<file path="src/rtl/lpc_pkg.sv">
package lpc_pkg;

    typedef enum logic [3:0] {
        TK_SYNC   = 4'd0,
        TK_ALIGN  = 4'd1,
        TK_PREQ_P = 4'd2,
        TK_PREQ_S = 4'd3,
        TK_PACK   = 4'd4,
        TK_PNAK   = 4'd5,
        TK_QUIET  = 4'd6,
        TK_DATA   = 4'd7
    } tok_t;

    typedef enum logic [2:0] {
        ST_IDLE,
        ST_REQ,
        ST_ACK,
        ST_NAK,
        ST_SLEEP,
        ST_WAKE
    } lpc_state_t;

endpackage

</file>
<file path="src/rtl/lpc_req_decode.sv">
module lpc_req_decode
    import lpc_pkg::*;
(
    input  logic [3:0] rx_tok,
    input  logic       part_go,
    input  logic       slum_go,
    input  logic       link_busy,
    output logic       far_req,
    output logic       far_slum,
    output logic       loc_req,
    output logic       loc_slum
);
    always_comb begin
        far_req  = (rx_tok == TK_PREQ_P) || (rx_tok == TK_PREQ_S);
        far_slum = (rx_tok == TK_PREQ_S);
        // local requests only at an idle point of the link
        loc_req  = (part_go || slum_go) && !link_busy;
        // slumber wins over partial
        loc_slum = slum_go;
    end
endmodule

</file>
<file path="src/rtl/lpc_cycle_cnt.sv">
module lpc_cycle_cnt #(
    parameter int W = 4
) (
    input  logic         clk,
    input  logic         rst_n,
    input  logic         clr,
    input  logic [W-1:0] lim,
    output logic         at_lim
);
    logic [W-1:0] cnt_d, cnt_q;

    always_comb begin
        if (clr)
            cnt_d = '0;
        else if (cnt_q == lim)
            cnt_d = cnt_q;
        else
            cnt_d = cnt_q + 1'b1;
    end

    always_ff @(posedge clk or negedge rst_n) begin
        if (!rst_n) cnt_q <= '0;
        else        cnt_q <= cnt_d;
    end

    assign at_lim = (cnt_q == lim);


    cnt_bound_chk: assert property (@(posedge clk) disable iff (!rst_n)
        (!clr && cnt_q != lim) |=> (cnt_q == $past(cnt_q) + 1'b1));
endmodule

</file>
<file path="src/rtl/link_pwr_ctrl.sv">
module link_pwr_ctrl
    import lpc_pkg::*;
#(
    parameter int REQ_TIMEOUT = 1024,
    parameter int ACK_REPS    = 4
) (
    input  logic       clk,
    input  logic       rst_n,
    input  logic       part_go,
    input  logic       slum_go,
    input  logic       allow_pd,
    input  logic       link_busy,
    input  logic       wake_req,
    input  logic       wake_det,
    input  logic [3:0] rx_tok,
    output logic [3:0] tx_tok,
    output logic       asleep,
    output logic       slumber,
    output logic       wake_pulse,
    output logic       wake_recov
);
    localparam int MAXC = (REQ_TIMEOUT > ACK_REPS) ? REQ_TIMEOUT : ACK_REPS;
    localparam int CW   = $clog2(MAXC + 1);
    localparam logic [CW-1:0] TMO_LIM = CW'(REQ_TIMEOUT - 1);
    localparam logic [CW-1:0] REP_LIM = CW'(ACK_REPS - 1);

    typedef struct packed {
        lpc_state_t st;
        tok_t       tx;
        logic       md;
        logic       slp;
        logic       slm;
        logic       ws;
        logic       wr;
    } regs_t;

    regs_t r_d, r_q;
    logic  far_req, far_slum, loc_req, loc_slum;
    logic  cnt_clr, at_lim;
    logic [CW-1:0] lim;

    lpc_req_decode u_dec (
        .rx_tok    (rx_tok),
        .part_go   (part_go),
        .slum_go   (slum_go),
        .link_busy (link_busy),
        .far_req   (far_req),
        .far_slum  (far_slum),
        .loc_req   (loc_req),
        .loc_slum  (loc_slum)
    );

    lpc_cycle_cnt #(.W(CW)) u_cnt (
        .clk    (clk),
        .rst_n  (rst_n),
        .clr    (cnt_clr),
        .lim    (lim),
        .at_lim (at_lim)
    );

    assign lim = (r_q.st == ST_REQ) ? TMO_LIM : REP_LIM;

    always_comb begin
        r_d    = r_q;
        r_d.ws = 1'b0;
        r_d.wr = 1'b0;
        unique case (r_q.st)
            ST_IDLE: begin
                r_d.tx = TK_SYNC;
                if (far_req) begin
                    r_d.md = far_slum;
                    if (allow_pd) begin
                        r_d.st = ST_ACK;
                        r_d.tx = TK_PACK;
                    end else begin
                        r_d.st = ST_NAK;
                        r_d.tx = TK_PNAK;
                    end
                end else if (loc_req) begin
                    r_d.st = ST_REQ;
                    r_d.md = loc_slum;
                    r_d.tx = loc_slum ? TK_PREQ_S : TK_PREQ_P;
                end
            end
            ST_REQ: begin
                if (rx_tok == TK_PACK) begin
                    r_d.st  = ST_SLEEP;
                    r_d.tx  = TK_QUIET;
                    r_d.slp = 1'b1;
                    r_d.slm = r_q.md;
                end else if (rx_tok == TK_PNAK || at_lim) begin
                    r_d.st = ST_IDLE;
                    r_d.tx = TK_SYNC;
                end
            end
            ST_ACK: begin
                if (at_lim) begin
                    r_d.st  = ST_SLEEP;
                    r_d.tx  = TK_QUIET;
                    r_d.slp = 1'b1;
                    r_d.slm = r_q.md;
                end
            end
            ST_NAK: begin
                if (at_lim) begin
                    r_d.st = ST_IDLE;
                    r_d.tx = TK_SYNC;
                end
            end
            ST_SLEEP: begin
                if (wake_det) begin
                    r_d.st = ST_WAKE;
                    r_d.tx = TK_ALIGN;
                    r_d.wr = 1'b1;
                end else if (wake_req) begin
                    r_d.st = ST_WAKE;
                    r_d.tx = TK_ALIGN;
                    r_d.ws = 1'b1;
                end
            end
            ST_WAKE: begin
                if (rx_tok == TK_ALIGN) begin
                    r_d.st  = ST_IDLE;
                    r_d.tx  = TK_SYNC;
                    r_d.slp = 1'b0;
                    r_d.slm = 1'b0;
                end
            end
            default: begin
                r_d.st = ST_IDLE;
                r_d.tx = TK_SYNC;
            end
        endcase
        cnt_clr = (r_d.st != r_q.st);
    end

    always_ff @(posedge clk or negedge rst_n) begin
        if (!rst_n) begin
            r_q.st  <= ST_IDLE;
            r_q.tx  <= TK_SYNC;
            r_q.md  <= 1'b0;
            r_q.slp <= 1'b0;
            r_q.slm <= 1'b0;
            r_q.ws  <= 1'b0;
            r_q.wr  <= 1'b0;
        end else begin
            r_q <= r_d;
        end
    end

    assign tx_tok     = r_q.tx;
    assign asleep     = r_q.slp;
    assign slumber    = r_q.slm;
    assign wake_pulse = r_q.ws;
    assign wake_recov = r_q.wr;

    logic tx_is_preq;
    assign tx_is_preq = (tx_tok == TK_PREQ_P) || (tx_tok == TK_PREQ_S);


    preq_idle_point_chk: assert property (@(posedge clk) disable iff (!rst_n)
        $rose(tx_is_preq) |-> !$past(link_busy));


    slum_priority_chk: assert property (@(posedge clk) disable iff (!rst_n)
        (r_q.st == ST_IDLE && !far_req && part_go && slum_go && !link_busy)
            |=> (tx_tok == TK_PREQ_S));


    req_giveup_chk: assert property (@(posedge clk) disable iff (!rst_n)
        (r_q.st == ST_REQ && at_lim && rx_tok != TK_PACK && rx_tok != TK_PNAK)
            |=> (tx_tok == TK_SYNC && !asleep));


    far_refuse_chk: assert property (@(posedge clk) disable iff (!rst_n)
        (r_q.st == ST_IDLE && far_req && !allow_pd) |=> (tx_tok == TK_PNAK));


    sleep_after_ack_chk: assert property (@(posedge clk) disable iff (!rst_n)
        $rose(asleep) |-> ($past(rx_tok) == TK_PACK || $past(tx_tok) == TK_PACK));


    recov_cause_chk: assert property (@(posedge clk) disable iff (!rst_n)
        $rose(wake_recov) |-> ($past(wake_det) && $past(asleep)));


    wake_align_chk: assert property (@(posedge clk) disable iff (!rst_n)
        $fell(asleep) |-> ($past(rx_tok) == TK_ALIGN));


    wake_once_chk: assert property (@(posedge clk) disable iff (!rst_n)
        wake_pulse |=> !wake_pulse);
endmodule

</file>
<file path="config.mk">
export PLATFORM = sky130hd
export DESIGN_NAME = link_pwr_ctrl
export DESIGN_NICKNAME = d
export VERILOG_FILES = /design/src/rtl/lpc_pkg.sv /design/src/rtl/lpc_req_decode.sv /design/src/rtl/lpc_cycle_cnt.sv /design/src/rtl/link_pwr_ctrl.sv
export SDC_FILE = /design/constraint.sdc
export NUM_CORES = 1
export LEC_CHECK = 0
export ABC_AREA = 0
export BUFFER_PORTS_ARGS = -buffer_cell sky130_fd_sc_hd__buf_2
export CELL_PAD_IN_SITES_DETAIL_PLACEMENT = 0
export CELL_PAD_IN_SITES_GLOBAL_PLACEMENT = 2
export CORE_MARGIN = 5
export CORE_UTILIZATION = 39
export CTS_BUF_LIST = sky130_fd_sc_hd__clkbuf_4
export DETAILED_ROUTE_END_ITERATION = 7
export HOLD_SLACK_MARGIN = 0.08
export PLACE_DENSITY = 0.89
export SKIP_CTS_REPAIR_TIMING = 1
export SLEW_MARGIN = 10
export SYNTH_ARGS = -nofsm -noshare
export SYNTH_HDL_FRONTEND = slang
export SYNTH_SLANG_ARGS = --single-unit
</file>
<file path="constraint.sdc">
create_clock -name clk -period 3.68 [get_ports clk]
set_input_delay 0.368 -clock clk [delete_from_list [all_inputs] [get_ports clk]]
set_output_delay 0.368 -clock clk [all_outputs]
set_load 0.03 [all_outputs]
</file>
Yosys cells after proc, flatten, opt, wreduce, memory -nomap -nowiden

Index checks and enable logic that the tools add are counted.

Input port bits: 12
Bits in registers: 23
Logic and storage cells: 62

Multiplexer cells: 23
Add/subtract/negate cells: 1
Equality and inequality tests: 19
Reduce and logical (&&, ||, !) cells: 11

Operator list:

| cell                                                  | count |
|---|---|
| two-way mux 7 bit                                     | 7 |
| case mux 7 bit (6 select lines)                       | 1 |
| two-way mux 11 bit                                    | 2 |
| two-way mux 8 bit                                     | 2 |
| adder 11 x 1 -> 11 bit, second input constant         | 1 |
| equality test 11 x 10 -> 1 bit                        | 1 |
| two-way mux 10 bit                                    | 1 |
| equality test 4 x 2 -> 1 bit, second input constant   | 2 |
| equality test 4 x 3 -> 1 bit, second input constant   | 2 |
| two-way mux 2 bit                                     | 4 |
| inequality test 2 bit, second input constant          | 4 |
| equality test 3 x 2 -> 1 bit, second input constant   | 2 |
| equality test 3 bit, second input constant            | 2 |
| case mux 2 bit (3 select lines)                       | 1 |
| two-way mux 5 bit                                     | 1 |
| AND reduction 5 bit                                   | 1 |
| equality test 4 x 1 -> 1 bit, second input constant   | 1 |
| two-way mux 1 bit                                     | 4 |
| AND reduction 4 bit                                   | 1 |
| equality test 3 x 1 -> 1 bit, second input constant   | 1 |
| zero test 3 bit                                       | 1 |
| logical OR 1 bit                                      | 3 |
| inequality test 3 x 1 -> 1 bit, second input constant | 1 |
| inequality test 3 bit                                 | 1 |
| 7 further kinds                                       | 7 |

Logic depth before layout (Yosys ltp)

Gate-level depths: netlist of run 1.

Depth in word-level cells: 9
Mapped depth: 8
Gate-level depth less buffers: 6

Hierarchy

From an unflattened synthesis of run 1, not the netlist that was laid out.

Cells, all modules: 157
Area total of the unflattened synthesis: 1515.2 um2

By module, submodules not included:

| module         | cells an instance | instances | seq. area each (um2) | area each (um2) |
|---|---|---|---|---|
| link_pwr_ctrl  | 77                | 1         | 275.3                | 763.2 |
| lpc_cycle_cnt  | 76                | 1         | 275.3                | 714.4 |
| lpc_req_decode | 4                 | 1         | 0.0                  | 37.5 |

Worst setup path before layout of run 1

Ideal clock, no wire load.

Kind: flip-flop to flip-flop
Start point: reg u_cnt.cnt_q[0]
End point: reg r_q[9] (netlist bit)
Slack: 1318 ps
Buffers on the path: 2
Period minus slack after synthesis: 2362 ps
Arrival time: 2231 ps
Stages on the path, launching flop included: 9
Required time: 3549 ps
Path through: dfrtp_1 ha_1 or4b_1 or4b_1 buf_6 o21ai_4 buf_6 nor2_2 or3_1

RTL lines:

| what                   | RTL line             | text |
|---|---|---|
| start, declared        | lpc_cycle_cnt.sv:10  | `logic [W-1:0] cnt_d, cnt_q;` |
| start signal, assigned | lpc_cycle_cnt.sv:23  | `else cnt_q <= cnt_d;` |
| end signal, assigned   | link_pwr_ctrl.sv:147 | `r_q <= r_d;` |
| end, declared          | link_pwr_ctrl.sv:37  | `regs_t r_d, r_q;` |

Worst setup path after layout of run 1

Start point: reg u_cnt.cnt_q[0]
End point: reg u_cnt.cnt_q[9]

Longest elaborated chain between the ends: 7

Ends and longest elaborated chain:

| what                                                                         | RTL line                                 | text |
|---|---|---|
| equality test 11 x 10 -> 1 bit                                               | lpc_cycle_cnt.sv:15, lpc_cycle_cnt.sv:26 |  |
| logical OR 1 bit                                                             | link_pwr_ctrl.sv:91                      | `end else if (rx_tok == TK_PNAK \|\| at_lim) begin` |
| two-way mux 7 bit                                                            | link_pwr_ctrl.sv:91                      |  |
| two-way mux 7 bit                                                            | link_pwr_ctrl.sv:86                      | `if (rx_tok == TK_PACK) begin` |
| case mux 7 bit (6 select lines)                                              | link_pwr_ctrl.sv:67                      | `unique case (r_q.st)` |
| inequality test 3 bit                                                        | link_pwr_ctrl.sv:134                     | `cnt_clr = (r_d.st != r_q.st);` |
| inequality test 2 bit (no line) / two-way mux 11 bit (equally long branches) | --                                       |  |

Several ways; a longest one is shown, not always the timed one. The select of a mux whose other input is x is not followed.
A chain may end at the register's enable or synchronous reset.

==> impl_metrics.json, run 1 <==
{
  "crit_type": "reg -> reg",
  "hp-class": "in -> reg",
  "layout_common_cells": "dfrtp_1, buf_2, nor2_1, nand2_1, a21oi_1",
  "via_count": 1137,
  "power_density_mw_per_mm2": 601.9,
  "final_cells": 199,
  "overflow": 0,
  "drt_iter0_drc": 62,
  "cts.htree.levels": 1,
  "synth-edff-count": 0,
  "final_common_cell": "dfrtp_1",
  "end_kind": "flip-flop",
  "synth-main-ff-cell": "dfrtp_1",
  "dieArea_mm2": 0.004783,
  "grtUsageMet1_pct": 16.85,
  "nFillCells": 368,
  "async_reset_ff_share_pct": 100.0,
  "p_comb_share_pct": 43.6,
  "register_area_um2": 550.5,
  "grt_start_max_net_pins": 23,
  "status": "finished, final reports clean",
  "cts_buffer_depth": 2,
  "use_met2_pct": 22.67,
  "yosysUniqueCellTypes": 50,
  "ys_seq_area_share_pct": 40.33,
  "finClkSkew_ps": 5.189,
  "nNetsFinal": 168,
  "grt_use_met3_pct": 2.471,
  "top_usage_layer": "met2",
  "rsz0062_at_grt": "false",
  "avgViaCountPerCell": 5.714,
  "avgSynthCellArea_um2": 9.546,
  "pwr-share-seq_pct": 44.2,
  "ys_ff_latch": 22,
  "cts_buffers": 3,
  "antenna_found_initial": 0,
  "synth_fp_nets": 156,
  "hpwl_um": 2276,
  "slew_headroom_pct": 55.13,
  "internal-power_w": 0.0004909,
  "route.detailed.drc": 0,
  "p_leak_nw": 0.6490,
  "synth_cells": 143,
  "ant_nets": 0,
  "min_period_ps": 2672,
  "routabilityCongestion": 0.9262,
  "finalWorstSetupSlack_ps": 1008,
  "cts_tree": "built",
  "start_util_pct": 40.59,
  "clk_latency_ps": 300,
  "row_count": 21,
  "drive_gt1_share_pct": 22.22,
  "cts_root_buf": "clkbuf_4",
  "ys_warn_count": 0,
  "die_w_um": 69.16,
  "io_pins": 20,
  "core_mm2": 0.003363,
  "clock-sinks": 22,
  "tightest_slew_ps": 663.7,
  "io_buffers": 18,
  "switching_share_pct": 44.43,
  "die_h_um": 69.16,
  "cap_viol_max_count": 0,
  "pre_cts_ws_ps": 1049,
  "period_share_pct": 72.61,
  "grt_pass1_vias": 1111,
  "antenna_cells": 0,
  "clkTransAtPathRegs_ps": 120,
  "syn-cell-area_mm2": 0.001365,
  "multiInputGateArea_um2": 737.0,
  "utilization_pct": 43.64,
  "drtPass1Iterations": 4,
  "wire_per_inst_um": 15.18,
  "crit_fanout": 11,
  "arrival_ps": 2840,
  "hold_violations": 0,
  "drv_slew": 0,
  "grt_pass1_wl_um": 5326,
  "grt.total_usage_pct": 13.42,
  "crit_required_ps": 3850,
  "routed_wl_um": 3021,
  "clockPowerShare_pct": 12.2,
  "ir_worst_vdd_mv": 0.2259,
  "critPathLaunchType": "flip-flop",
  "dpl.cell_count": 195,
  "r2r_setup_slack_ps": 1010,
  "setup-violations-final": 0,
  "finalSetupTns_ps": 0,
  "timing.fmax_mhz": 374.2,
  "areaGrowthSynthToFinish_pct": 7.516,
  "p_switching_w": 0.0003925
}
-- critical path: stages, from the launching register on --
cell	delay, ps
dfrtp_1	420
ha_1	260
or4b_1	480
or4b_1	650
o211ai_1	180
a221o_1	450
a21oi_1	90
-- per-stage QoR --
| step | power [W] | cell area (µm²) | hold slack [ps] |
|---|---|---|---|
| final | 0.0008834 | 1468 | 236.4 |
| after global routing | 0.0009557 | 1468 | 220.9 |
| after CTS | 0.0008843 | 1458 | 18.26 |
| after detailed placement | 0.0007760 | 1435 | 362.7 |
| after global placement | 0.0007690 | 1435 | 350.2 |
| after floorplan | 0.0007054 | 1365 | 72.41 |
-- logic make-up (layout without fill, tap and decap cells) --
| kind of cell | count (synthesis) | in the layout | synth area share [%] |
|---|---|---|---|
| AND/OR/NAND/NOR | 63 | 63 | 27.68 |
| AO/OA/AOI/OAI | 36 | 36 | 19.89 |
| flip-flops | 22 | 22 | 40.33 |
| buffers and inverters | 12 | 22 | 5.683 |
| XOR/XNOR | 7 | 7 | 4.491 |
| adder cells (fa/ha/maj) | 1 | 1 | 0.9164 |
| other | 1 | 1 | 0.2747 |
| multiplexers | 1 | 1 | 0.7333 |
-- flip-flops by register name, indices dropped and copies added, names as in the netlist --
signal	count
slumber	1
tx_tok	3
wake_pulse	1
r_q	4
u_cnt.cnt_q	11
asleep	1
wake_recov	1
-- path summary, 6_finish.rpt --
check / cells after the start / start / endpoint
worst max-delay path: 6 / u_cnt.cnt_q[0] / u_cnt.cnt_q[9]
worst min-delay path: 2 / wake_det / wake_pulse
worst max register to register: 6 / u_cnt.cnt_q[0] / u_cnt.cnt_q[9]
worst min register to register: 1 / asleep / asleep
max in group asynchronous: 2 / rst_n / r_q[4]
min in group asynchronous: 2 / rst_n / u_cnt.cnt_q[5]
-- cell type report --
cell class	instances	share of cell area, %
multi-input combinational	109	50.21
sequential	22	37.51
timing repair buffer	19	6.820
tap	46	3.922
clock buffer	3	1.535
-- synthesized netlist by cell type (2+ instances only) --
library cell / instances / area (µm²)
or3_2: 2 / 15.01
or2_2: 2 / 12.51
a21o_1: 2 / 15.01
buf_6: 2 / 22.52
nand3b_1: 4 / 30.03
nand2_1: 9 / 33.78
o211ai_1: 4 / 30.03
nor3b_1: 2 / 15.01
a221o_1: 4 / 40.04
o31ai_1: 2 / 15.01
buf_4: 4 / 30.03
nor3_1: 4 / 20.02
or3_1: 2 / 12.51
and4_2: 2 / 20.02
a22o_1: 2 / 17.52
xor2_1: 6 / 52.55
a21oi_1: 7 / 35.03
or3b_2: 2 / 17.52
clkbuf_1: 4 / 15.01
o21ai_0: 4 / 20.02
buf_2: 2 / 10.01
dfrtp_1: 22 / 550.5
nor4b_1: 3 / 26.28
o21a_1: 2 / 15.01
o2111ai_1: 2 / 17.52
nor2_1: 16 / 60.06
nand3_1: 2 / 10.01
or4b_1: 2 / 20.02
-- routing by layer --
layer  share of wire, %  vias to the layer above
met5                  0                        -
met4                1.3                        0
met3                2.5                        4
met2                 51                       21
met1                 45                      559
li1                   -                      553
-- power by group through the flow --
stage / Sequential (W) / Clock, W / Combinational (W)
after floorplan: 0.000361 / 0 / 0.000345
after global placement: 0.000392 / 0 / 0.000377
after detailed placement: 0.000394 / 0 / 0.000382
after CTS: 0.000388 / 0.000112 / 0.000384
after global routing: 0.000404 / 0.000128 / 0.000424
final: 0.000390 / 0.000108 / 0.000385
(Power assumes the default switching activity.)
==> inputs of run 2 (changes only) <==
--- a/config.mk
+++ b/config.mk
@@ -10,11 +10,11 @@
 export CELL_PAD_IN_SITES_DETAIL_PLACEMENT = 0
 export CELL_PAD_IN_SITES_GLOBAL_PLACEMENT = 2
 export CORE_MARGIN = 5
-export CORE_UTILIZATION = 39
+export CORE_UTILIZATION = 36
 export CTS_BUF_LIST = sky130_fd_sc_hd__clkbuf_4
 export DETAILED_ROUTE_END_ITERATION = 7
 export HOLD_SLACK_MARGIN = 0.08
-export PLACE_DENSITY = 0.89
+export PLACE_DENSITY = 0.83
 export SKIP_CTS_REPAIR_TIMING = 1
 export SLEW_MARGIN = 10
 export SYNTH_ARGS = -nofsm -noshare
==> constraint.sdc (replaced) <==
create_clock -name clk -period 2.6 [get_ports clk]
set_input_delay 0.26 -clock clk [delete_from_list [all_inputs] [get_ports clk]]
set_output_delay 0.26 -clock clk [all_outputs]
set_load 0.03 [all_outputs]
==> impl_metrics.json, run 2 (synthesis gave the netlist of run 1 again) <==
{
  "status": "finished, final reports clean",
  "setup-violations-final": 0,
  "end_kind": "flip-flop",
  "power_density_mw_per_mm2": 851.3,
  "finalSetupTns_ps": 0,
  "grt_start_max_net_pins": 23,
  "largest_register": "u_cnt.cnt_q",
  "avgViaCountPerCell": 5.336,
  "clockPowerShare_pct": 11.9,
  "cts_tree": "built",
  "timing.fmax_mhz": 410.8,
  "slowest_stage": "or4b_1",
  "period_share_pct": 93.63,
  "row_count": 22,
  "routabilityCongestion": 0.7945,
  "cts_buffer_depth": 2,
  "cts_root_buf": "clkbuf_4",
  "cts_buffers": 3,
  "slew_headroom_pct": 62.30,
  "p_leak_nw": 0.6952,
  "routed_wl_um": 3026,
  "overflow": 0,
  "grt_pass1_wl_um": 4995,
  "crit_type": "reg -> reg",
  "areaGrowthSynthToFinish_pct": 12.92,
  "rsz0062_at_grt": "false",
  "p_comb_share_pct": 51.6,
  "grt_pass1_vias": 1059,
  "cpPeakStageDelay_ps": 570,
  "hp-class": "in -> reg",
  "switching_share_pct": 42.61,
  "finClkSkew_ps": 4.807,
  "clkTransAtPathRegs_ps": 120,
  "finalWorstSetupSlack_ps": 165.7,
  "cts.htree.levels": 1,
  "clock-sinks": 22,
  "drt_iter0_drc": 49,
  "die_h_um": 71.58,
  "hpwl_um": 2201,
  "grt.total_usage_pct": 12.20,
  "drv_slew": 0,
  "min_period_ps": 2434,
  "crit_required_ps": 2800,
  "critPathLaunchType": "flip-flop",
  "io_buffers": 18,
  "antenna_found_initial": 0,
  "ir_worst_vdd_mv": 0.4279,
  "nNetsFinal": 177,
  "utilization_pct": 42.11,
  "path_common_cell": "or4b_1",
  "crit_fanout": 6,
  "route.detailed.drc": 0,
  "p_switching_w": 0.0005592,
  "drive_gt1_share_pct": 26.38,
  "antenna_cells": 0,
  "cap_viol_max_count": 0,
  "io_pins": 20,
  "pwr-share-seq_pct": 36.5,
  "internal-power_w": 0.0007531,
  "layout_common_cells": "dfrtp_1, buf_2, nor2_1, nand2_1, buf_4",
  "arrival_ps": 2630,
  "tightest_slew_ps": 564.3,
  "die_w_um": 71.58,
  "final_common_cell": "dfrtp_1",
  "core_mm2": 0.003661,
  "drtPass1Iterations": 4,
  "largest_reg_flops": 11,
  "hold_violations": 0,
  "ant_nets": 0,
  "path_cells": "ha_1 > or4b_1 > or4b_1 > o21ai_4 > o31ai_1 > a221o_1",
  "wire_per_inst_um": 14.34,
  "pre_cts_ws_ps": 184.9,
  "via_count": 1126,
  "clk_latency_ps": 300,
  "start_util_pct": 37.29,
  "dieArea_mm2": 0.005123
}
run 2: cell count changes in the layout (fill, tap and decap cells not counted), sizes merged:
cell	previous run	this run
buf	18	27
clkinv	0	1
run 2: through the flow:
step	instance area (µm²)	total power, W	hold slack [ps]	cells
2_1_floorplan	1365	0.0009983	-35.59	143
3_3_place_gp	1505	0.001156	243.8	206
3_5_place_dp	1505	0.001163	260.2	206
4_1_cts	1531	0.001331	-92.52	210
5_1_grt	1541	0.001425	111.4	211
6_report	1541	0.001312	125.9	211
run 2: routing by layer:
metal | global-route usage (%) | wire [µm]
met4 | 1.253 | 15
met3 | 3.366 | 139
met2 | 17.76 | 1261
met1 | 18.57 | 1610
met5 | 0 | 0
run 2: layout make-up:
class	count	area, µm²
clock inverters	1	3.754
well taps	48	60.06
multi-input cells	109	737.0
flip-flops and latches	22	550.5
clock buffers	3	22.52
repair buffers	28	167.7
fillers	360	2120
run 2: final timing paths:
| path | to | cells after the start | start | slack (ps) |
|---|---|---|---|---|
| setup / recovery | tx_tok[0] | 6 | u_cnt.cnt_q[0] | 170 |
| hold / removal | wake_pulse | 2 | wake_det | 130 |
| setup reg to reg | tx_tok[0] | 6 | u_cnt.cnt_q[0] | 170 |
| hold reg to reg | asleep | 1 | asleep | 500 |
| max in group asynchronous | u_cnt.cnt_q[4] | 2 | rst_n | 1820 |
| min in group asynchronous | wake_pulse | 2 | rst_n | 440 |
run 2: worst max-delay path: cells and delay by family (launching register included):
| kind | cells | cell delay [ps] |
|---|---|---|
| simple gates | 2 | 1040 |
| compound gates | 3 | 620 |
| flops | 1 | 420 |
| fa+ha+maj | 1 | 270 |
run 2: power by group through the flow:
stage,sequential [W],combinational [W],clock (W)
2_1_floorplan,0.000510,0.000488,0
3_3_place_gp,0.000481,0.000675,0
3_5_place_dp,0.000485,0.000678,0
4_1_cts,0.000479,0.000684,0.000167
5_1_grt,0.000490,0.000750,0.000186
6_report,0.000479,0.000678,0.000156
==> inputs of run 3 (changes only) <==
--- a/config.mk
+++ b/config.mk
@@ -10,11 +10,11 @@
 export CELL_PAD_IN_SITES_DETAIL_PLACEMENT = 0
 export CELL_PAD_IN_SITES_GLOBAL_PLACEMENT = 2
 export CORE_MARGIN = 5
-export CORE_UTILIZATION = 36
+export CORE_UTILIZATION = 39
 export CTS_BUF_LIST = sky130_fd_sc_hd__clkbuf_4
 export DETAILED_ROUTE_END_ITERATION = 7
 export HOLD_SLACK_MARGIN = 0.08
-export PLACE_DENSITY = 0.83
+export PLACE_DENSITY = 0.89
 export SKIP_CTS_REPAIR_TIMING = 1
 export SLEW_MARGIN = 10
 export SYNTH_ARGS = -nofsm -noshare
==> constraint.sdc (replaced) <==
create_clock -name clk -period 2.8 [get_ports clk]
set_input_delay 0.28 -clock clk [delete_from_list [all_inputs] [get_ports clk]]
set_output_delay 0.28 -clock clk [all_outputs]
set_load 0.03 [all_outputs]
==> impl_metrics.json, run 3 (synthesis gave the netlist of run 1 again) <==
{
  "clkTransAtPathRegs_ps": 110,
  "largest_reg_flops": 11,
  "status": "finished, final reports clean",
  "drt_iter0_drc": 61,
  "dieArea_mm2": 0.004783,
  "multiInputGateArea_um2": 737.0,
  "cap_viol_max_count": 0,
  "min_from": "wake_det",
  "p_switching_w": 0.0005156,
  "route.detailed.drc": 0,
  "io_pins": 20,
  "hpwl_um": 2234,
  "wire_per_inst_um": 14.50,
  "end_kind": "flip-flop",
  "internal-power_w": 0.0006746,
  "top_usage_layer": "met2",
  "finalSetupTns_ps": 0,
  "ir_worst_vdd_mv": 0.3011,
  "power_density_mw_per_mm2": 792.7,
  "pwr-share-seq_pct": 37.5,
  "drv_slew": 0,
  "clock-sinks": 22,
  "areaGrowthSynthToFinish_pct": 9.991,
  "cts_buffers": 3,
  "arrival_ps": 2750,
  "crit_required_ps": 3000,
  "overflow": 0,
  "critPathLaunchType": "flip-flop",
  "cts.htree.levels": 1,
  "clockPowerShare_pct": 11.8,
  "min_period_ps": 2552,
  "fin_area_mm2": 0.001501,
  "die_h_um": 69.16,
  "routabilityCongestion": 0.8868,
  "grt_pass1_wl_um": 5002,
  "cts_buffer_depth": 2,
  "nNetsFinal": 172,
  "ant_nets": 0,
  "finClkSkew_ps": 3.796,
  "via_count": 1110,
  "period_share_pct": 91.13,
  "cts_root_buf": "clkbuf_4",
  "rsz0062_at_grt": "false",
  "grtUsageMet1_pct": 15.73,
  "antenna_cells": 0,
  "dpl-instance-area_mm2": 0.001465,
  "tightest_slew_ps": 627.4,
  "crit_fanout": 11,
  "use_met2_pct": 21.82,
  "nFillCells": 355,
  "row_count": 21,
  "switching_share_pct": 43.32,
  "largest_register": "u_cnt.cnt_q",
  "power.total_w": 0.001190,
  "drive_gt1_share_pct": 24.05,
  "setup-violations-final": 0,
  "io_buffers": 18,
  "cts_tree": "built",
  "timing.fmax_mhz": 391.9,
  "routed_wl_um": 2959,
  "start_util_pct": 40.59,
  "hold_violations": 0,
  "grt_use_met3_pct": 1.163,
  "slew_headroom_pct": 57.58,
  "grt_start_max_net_pins": 23,
  "avgViaCountPerCell": 5.441,
  "p_leak_nw": 0.6712,
  "core_mm2": 0.003363,
  "antenna_found_initial": 0,
  "crit_start": "u_cnt.cnt_q[0]",
  "hp-class": "in -> reg",
  "regToRegStartpoint": "u_cnt.cnt_q[0]",
  "drtPass1Iterations": 4,
  "p_comb_share_pct": 50.7,
  "clk_latency_ps": 300,
  "layout_common_cells": "dfrtp_1, buf_2, nor2_1, nand2_1, a21oi_1",
  "hold_slack_ps": 151.6,
  "grt_pass1_vias": 1115,
  "grt.total_usage_pct": 12.62,
  "crit_type": "reg -> reg",
  "die_w_um": 69.16,
  "register_area_um2": 550.5,
  "final_common_cell": "dfrtp_1"
}
[run 3: cell count changes in the layout (fill, tap and decap cells not counted)]
cell,change
buf_4,-5
[run 3: worst paths after layout]
check	slack, ps	depth (start not counted)	to
max	250	6	tx_tok[0]
min	150	2	wake_pulse
max reg2reg	250	6	tx_tok[0]
min reg2reg	490	1	asleep
max in group asynchronous	2020	2	u_cnt.cnt_q[10]
min in group asynchronous	460	2	u_cnt.cnt_q[5]
[run 3: cell type report]
| class | instances | area share, % |
|---|---|---|
| Clock buffer | 3 | 1.500 |
| Clock inverter | 1 | 0.2500 |
| Multi-Input combinational cell | 109 | 49.08 |
| Sequential cell | 22 | 36.67 |
| Tap cell | 46 | 3.833 |
| Timing Repair Buffer | 23 | 8.667 |
[run 3: layer usage]
metal  wire [µm]  part of all wire [%]
met5           0                     0
met1        1398                    47
met3          80                   2.7
met4          60                   2.0
met2        1420                    48
[run 3: through the flow]
stage          utilization [%]  instances  setup WS, ps
6_report                 44.64        204         248.2
5_1_grt                  44.64        204         134.4
4_1_cts                  44.35        203         257.2
3_5_place_dp             43.56        199         272.5
3_3_place_gp             43.56        199         292.2
2_1_floorplan                -        143         437.5
[run 3: power groups by stage]
stage	Sequential (W)	Combinational (W)	Clock [W]
final	0.000446	0.000603	0.000141
after global placement	0.000447	0.000599	0
after detailed placement	0.000453	0.000604	0
after global routing	0.000457	0.000665	0.000162
after floorplan	0.000474	0.000453	0
after CTS	0.000446	0.000606	0.000149
[run 3: critical path, stage by stage, from the launching register on]
cell and delay (ps):
dfrtp_1 410, ha_1 180, or4b_1 450, or4b_1 640, o21ai_4 210, o31ai_1 190
a221o_1 370
